File: src/rtl/mp_wake_pkg.sv
package mp_wake_pkg;

  typedef enum logic [2:0] {
    S_IDLE,
    S_SEND,
    S_SETTLE,
    S_POLL,
    S_WAIT,
    S_SAMPLE
  } seq_st_e;

  localparam logic [2:0] DM_INIT    = 3'b101;
  localparam logic [2:0] DM_STARTUP = 3'b110;
  localparam logic [1:0] SH_OTHERS  = 2'b11;
  localparam int         LAST_STEP  = 2;

  // assemble a broadcast-to-others, level-assert command low word
  function automatic logic [31:0] ipi_word(input logic [2:0] dm, input logic [7:0] vec);
    logic [31:0] w;
    w        = 32'd0;
    w[19:18] = SH_OTHERS;
    w[14]    = 1'b1;
    w[10:8]  = dm;
    w[7:0]   = vec;
    return w;
  endfunction

endpackage

File: src/rtl/mp_wake_timer.sv
module mp_wake_timer #(
  parameter int unsigned TW = 8
) (
  input  logic          clk,
  input  logic          rst,
  input  logic          load_i,
  input  logic [TW-1:0] load_val_i,
  output logic          zero_o
);

  logic [TW-1:0] cnt_q;

  always_ff @(posedge clk) begin
    if (rst)              cnt_q <= '0;
    else if (load_i)      cnt_q <= load_val_i;
    else if (cnt_q != '0) cnt_q <= cnt_q - 1'b1;
  end

  assign zero_o = (cnt_q == '0);

  // countdown stops at zero and steps by one, so each wait is exact
  p_hold_zero_r5: assert property (@(posedge clk) disable iff (rst)
    (cnt_q == '0 && !load_i) |=> (cnt_q == '0));
  p_step_one_r6: assert property (@(posedge clk) disable iff (rst)
    (cnt_q != '0 && !load_i) |=> (cnt_q == $past(cnt_q) - 1'b1));

endmodule

File: src/rtl/mp_wake_cmd.sv
module mp_wake_cmd
  import mp_wake_pkg::*;
#(
  parameter logic [7:0] VEC = 8'h11
) (
  input  logic        clk,
  input  logic        rst,
  input  logic        fire_i,
  input  logic        sipi_i,
  output logic        wr_o,
  output logic [31:0] data_o
);

  localparam logic [31:0] W_INIT = ipi_word(DM_INIT, 8'h00);
  localparam logic [31:0] W_SIPI = ipi_word(DM_STARTUP, VEC);

  always_ff @(posedge clk) begin
    if (rst) begin
      wr_o   <= 1'b0;
      data_o <= '0;
    end else begin
      wr_o <= fire_i;
      if (fire_i) data_o <= sipi_i ? W_SIPI : W_INIT;
    end
  end

  p_word_legal_r3: assert property (@(posedge clk) disable iff (rst)
    wr_o |-> (data_o == W_INIT || data_o == W_SIPI));

endmodule

File: src/rtl/mp_wake_seq.sv
module mp_wake_seq
  import mp_wake_pkg::*;
#(
  parameter int unsigned INIT_DLY_CYC = 500000,
  parameter int unsigned SIPI_DLY_CYC = 10000,
  parameter logic [7:0]  SIPI_VEC     = 8'h11,
  parameter int unsigned CNT_W        = 8
) (
  input  logic             clk,
  input  logic             rst,
  input  logic             start_i,
  output logic             cmd_wr_o,
  output logic [31:0]      cmd_data_o,
  input  logic             cmd_pend_i,
  output logic             cnt_load_o,
  output logic [CNT_W-1:0] cnt_seed_o,
  input  logic [CNT_W-1:0] cnt_i,
  output logic             busy_o,
  output logic             done_o,
  output logic [CNT_W-1:0] ap_count_o,
  output logic [31:0]      entry_addr_o
);

  localparam int unsigned DLY_MAX = (INIT_DLY_CYC > SIPI_DLY_CYC) ? INIT_DLY_CYC : SIPI_DLY_CYC;
  localparam int unsigned TW      = $clog2(DLY_MAX + 1);
  localparam logic [TW-1:0] LD_INIT = TW'(INIT_DLY_CYC - 1);
  localparam logic [TW-1:0] LD_SIPI = TW'(SIPI_DLY_CYC - 1);

  seq_st_e    st_q;
  logic [1:0] step_q;
  logic       tmr_load, tmr_zero;

  assign tmr_load     = (st_q == S_POLL) && !cmd_pend_i;
  assign cnt_seed_o   = CNT_W'(1);
  assign entry_addr_o = {12'd0, SIPI_VEC, 12'd0};

  mp_wake_cmd #(.VEC(SIPI_VEC)) u_cmd (
    .clk    (clk),
    .rst    (rst),
    .fire_i (st_q == S_SEND),
    .sipi_i (step_q != 2'd0),
    .wr_o   (cmd_wr_o),
    .data_o (cmd_data_o)
  );

  mp_wake_timer #(.TW(TW)) u_tmr (
    .clk        (clk),
    .rst        (rst),
    .load_i     (tmr_load),
    .load_val_i ((step_q == 2'd0) ? LD_INIT : LD_SIPI),
    .zero_o     (tmr_zero)
  );

  always_ff @(posedge clk) begin
    if (rst) begin
      st_q       <= S_IDLE;
      step_q     <= 2'd0;
      busy_o     <= 1'b0;
      done_o     <= 1'b0;
      cnt_load_o <= 1'b0;
      ap_count_o <= '0;
    end else begin
      cnt_load_o <= 1'b0;
      done_o     <= 1'b0;
      unique case (st_q)
        S_IDLE: if (start_i) begin
          busy_o     <= 1'b1;
          cnt_load_o <= 1'b1;
          step_q     <= 2'd0;
          st_q       <= S_SEND;
        end
        S_SEND:   st_q <= S_SETTLE;
        S_SETTLE: st_q <= S_POLL;
        S_POLL:   if (tmr_load) st_q <= S_WAIT;
        S_WAIT: if (tmr_zero) begin
          if (step_q == 2'(LAST_STEP)) st_q <= S_SAMPLE;
          else begin
            step_q <= step_q + 2'd1;
            st_q   <= S_SEND;
          end
        end
        S_SAMPLE: begin
          ap_count_o <= cnt_i;
          done_o     <= 1'b1;
          busy_o     <= 1'b0;
          st_q       <= S_IDLE;
        end
        default: st_q <= S_IDLE;
      endcase
    end
  end

  p_seed_busy_r2: assert property (@(posedge clk) disable iff (rst)
    cnt_load_o |-> busy_o);
  p_first_init_r3: assert property (@(posedge clk) disable iff (rst)
    (cmd_wr_o && step_q == 2'd0) |-> (cmd_data_o[10:8] == DM_INIT));
  p_pend_hold_r4: assert property (@(posedge clk) disable iff (rst)
    (st_q == S_POLL && cmd_pend_i) |=> (st_q == S_POLL && !cmd_wr_o));
  p_step_max_r6: assert property (@(posedge clk) disable iff (rst)
    step_q <= 2'(LAST_STEP));
  p_done_idle_r7: assert property (@(posedge clk) disable iff (rst)
    done_o |-> !busy_o);
  p_busy_start_r8: assert property (@(posedge clk) disable iff (rst)
    (busy_o && start_i) |=> !cnt_load_o);
  p_wr_pulse_r10: assert property (@(posedge clk) disable iff (rst)
    cmd_wr_o |=> !cmd_wr_o);

endmodule

File: config.mk
export PLATFORM = sky130hd
export DESIGN_NAME = mp_wake_seq
export DESIGN_NICKNAME = d
export VERILOG_FILES = /design/src/rtl/mp_wake_pkg.sv /design/src/rtl/mp_wake_timer.sv /design/src/rtl/mp_wake_cmd.sv /design/src/rtl/mp_wake_seq.sv
export SDC_FILE = /design/constraint.sdc
export NUM_CORES = 1
export LEC_CHECK = 0
export BUFFER_PORTS_ARGS = -buffer_cell sky130_fd_sc_hd__buf_4
export CAP_MARGIN = 20
export CORE_ASPECT_RATIO = 1.2
export CORE_MARGIN = 3
export CORE_UTILIZATION = 40
export DETAILED_ROUTE_END_ITERATION = 7
export PLACE_DENSITY = 0.68
export SYNTH_ARGS = -nofsm -noshare
export SYNTH_HDL_FRONTEND = slang
export SYNTH_HIERARCHICAL = 1
export SYNTH_SLANG_ARGS = --single-unit
export TNS_END_PERCENT = 10
File: constraint.sdc
create_clock -name clk -period 4.31 [get_ports clk]
set_input_delay 0.862 -clock clk [delete_from_list [all_inputs] [get_ports clk]]
set_output_delay 0.862 -clock clk [all_outputs]
set_load 0.03 [all_outputs]
==> results.py <==
metrics = {
    "hold_path": {
        "worstHoldPathType": "flop to flop",
        "min_from": "u_tmr/cnt_q[17]",
    },
    "timing": {
        "finalCritPeriodShare": 0.605,
        "setup_viol": 0,
        "max_slew_margin": 0.594,
        "finClkSkew_ns": 0.00571,
        "hold_violations": 0,
        "drv_slew": 0,
        "worst_pin_slew_ns": 0.609,
        "finalCriticalPeriod_ns": 2.61,
        "rsz0062_at_grt": "false",
        "fin_setup_tns_ns": 0,
        "fmax_ghz": 0.384,
    },
    "floorplanning": {
        "core.rowCount": 30,
        "dieHeight_microns": 91.4,
        "core_sq_um": 5780,
        "fp.dieW_microns": 77.2,
        "die_area_sq_um": 7060,
        "boundaryPins": 96,
        "start_util": 0.421,
    },
    "flow_run": {
        "maxCapViolations": 0,
    },
    "synth": {
        "synth_edf_count": 0,
        "ys_ff_latch": 39,
        "syn-cell-area_sq_um": 2430,
        "yosysMostFrequentCell": "buf_4",
        "synth_area_leaders": "dfxtp_1 32%, buf_4 21%, nor2_1 4.3%, mux2i_1 3.7%, nand2_1 3.1%",
        "async_reset_ff_frac": 0,
        "ys_warn_count": 6,
        "dominantRegCellSynth": "dfxtp_1",
        "synth_area_per_cell_sq_um": 8.28,
        "synth_cell_types": 51,
        "synth_largest_area_cell": "dfxtp_1",
        "syn_inst": 294,
        "synth_top_area_frac": 0.321,
        "yosys-top-cells-count": "69 x buf_4, 39 x dfxtp_1, 28 x nor2_1",
        "yosysSeqAreaShare": 0.321,
    },
    "drt": {
        "wl_met3_microns": 244,
        "avgRoutedWirePerCell_microns": 11.4,
        "met1_length_microns": 1920,
        "route.top_layer_used": "met4",
        "post-route-drc-count": 0,
        "firstDrtPassIters": 4,
        "wl_met2_microns": 2410,
        "drt.antenna.violating_nets": 0,
        "vias_per_cell": 4.67,
        "first_iter_violations": 78,
        "wirelength_microns": 4630,
        "vias": 1902,
    },
    "placement": {
        "dp_hpwl_microns": 3370,
        "gp_congestion": 0.824,
        "port_buffers": 31,
        "placed_cell_area_sq_um": 2470,
    },
    "clocking": {
        "cts_resized": 0,
        "clock-root-buffer": "clkbuf_8",
        "clkLatencyLatePin_ns": 0.28,
        "postCtsSetupRepairBufs": 0,
        "path_clk_slew_ns": 0.08,
        "cts_tree": "done",
        "ctsHoldBuffers": 0,
        "htreeDepth": 2,
        "cts.sinks": 39,
        "clock_path_buffers": 2,
        "cts_buffers": 5,
    },
    "critical_path": {
        "critPathLaunch": "u_tmr/cnt_q[0]",
        "critPathCaptureType": "flop",
        "worstSetupStartpointType": "flop",
        "critPathRequiredTime_ns": 4.52,
        "crit_fanout": 11,
        "regToRegStartpoint": "u_tmr/cnt_q[0]",
        "critPathKind": "flop to flop",
        "cp.arrival_ns": 2.82,
    },
    "layout": {
        "nNetsFinal": 341,
        "drive_gt1_frac": 0.135,
        "insertedDiodeCount": 0,
        "fin_area_sq_um": 2560,
        "syn_to_final_growth_pct": 5.14,
    },
    "global_routing": {
        "grt_overflow": 0,
        "antenna_found_initial": 0,
        "grt_pass1_wl_microns": 7630,
        "grt_max_degree": 39,
        "grt_pass1_vias": 1702,
        "grtUsageTotal": 0.128,
    },
    "outcome": {
        "status": "complete, no violations",
    },
    "pwr": {
        "power_density_nw_per_um2": 519,
        "power.leakage_uw": 0.00116,
        "vdd_drop_max_mv": 0.273,
    },
}
-- layout by cell type (no fill, tap or decap), types with 3 or more instances in the layout --
master and count:
buf_4 31, inv_1 7, nor2_1 28, nor3_1 7, nand2_1 20, o21ai_0 9
conb_1 76, mux2i_1 9, dfxtp_1 39, ha_1 3, nor4_1 6, xor2_1 3
nand3_1 5, clkbuf_8 5, or3_1 7, o31ai_1 4, a31oi_1 5, nand3b_1 3
xnor2_1 6, a21oi_1 7, or4_1 6, a2111oi_0 3
-- final cells by class --
| class | instances | area [sq um] |
|---|---|---|
| Sequential cell | 39 | 781 |
| Clock inverter | 2 | 12.5 |
| Multi-Input combinational cell | 242 | 1330 |
| Clock buffer | 6 | 72.6 |
| Tap cell | 80 | 100 |
| Fill cell | 618 | 3220 |
| Inverter | 7 | 26.3 |
| Timing Repair Buffer | 31 | 233 |
-- cells by family after synthesis --
kind of cell | after synthesis | share of synthesized area
flops | 39 | 0.321
fa+ha+maj | 3 | 0.0154
xor+xnor | 9 | 0.0324
mux | 9 | 0.0370
buf+inv | 86 | 0.244
compound gates | 44 | 0.121
other cells | 3 | 0.00463
simple gates | 101 | 0.225
-- final timing paths --
| path | cells past startpoint | slack, ns | endpoint |
|---|---|---|---|
| min reg2reg | 2 | 0.48 | u_tmr/cnt_q[17] |
| min | 2 | 0.48 | u_tmr/cnt_q[17] |
| max reg2reg | 8 | 1.70 | step_q[0] |
| max | 8 | 1.70 | step_q[0] |
-- critical path, cell delays in order (launching register included) --
cell and delay (ns):
dfxtp_1 0.36, inv_1 0.07, ha_1 0.22, nor4b_2 0.36
nand4_1 0.52, nor2_1 0.48, and3b_1 0.28, nand3_1 0.09
a31oi_1 0.16
-- stage by stage --
stage / setup slack [ns] / instances / utilization / total power (uW) / hold slack, ns
2_1_floorplan: 2.16 / 367 / - / 1020 / 0.449
3_3_place_gp: 1.61 / 399 / 0.428 / 1080 / 0.459
3_5_place_dp: 1.57 / 399 / 0.428 / 1090 / 0.470
4_1_cts: 1.80 / 407 / 0.443 / 1330 / 0.481
5_1_grt: 1.50 / 407 / 0.443 / 1430 / 0.515
6_report: 1.70 / 407 / 0.443 / 1330 / 0.481
-- flip-flops by register name, summed over array words and instances (netlist names) --
signal,cells
u_cmd/data_o,3
st_q,3
ap_count_o,8
done_o,1
u_cmd/wr_o,1
busy_o,1
u_tmr/cnt_q,19
step_q,2
cnt_load_o,1
-- routing by layer --
layer	up-vias	global-route usage
met5	-	0
met4	0	0.0579
met3	4	0.0218
met2	70	0.222
met1	887	0.151
li1	941	-
-- power by group --
part | switching (uW) | internal [uW] | leakage, uW
sequential | 80.6 | 425 | 0.000319
clock | 127 | 113 | 0.0000412
combinational | 361 | 222 | 0.000804
total | 569 | 760 | 0.00116
No activity file was read; power rests on OpenSTA's default activity.
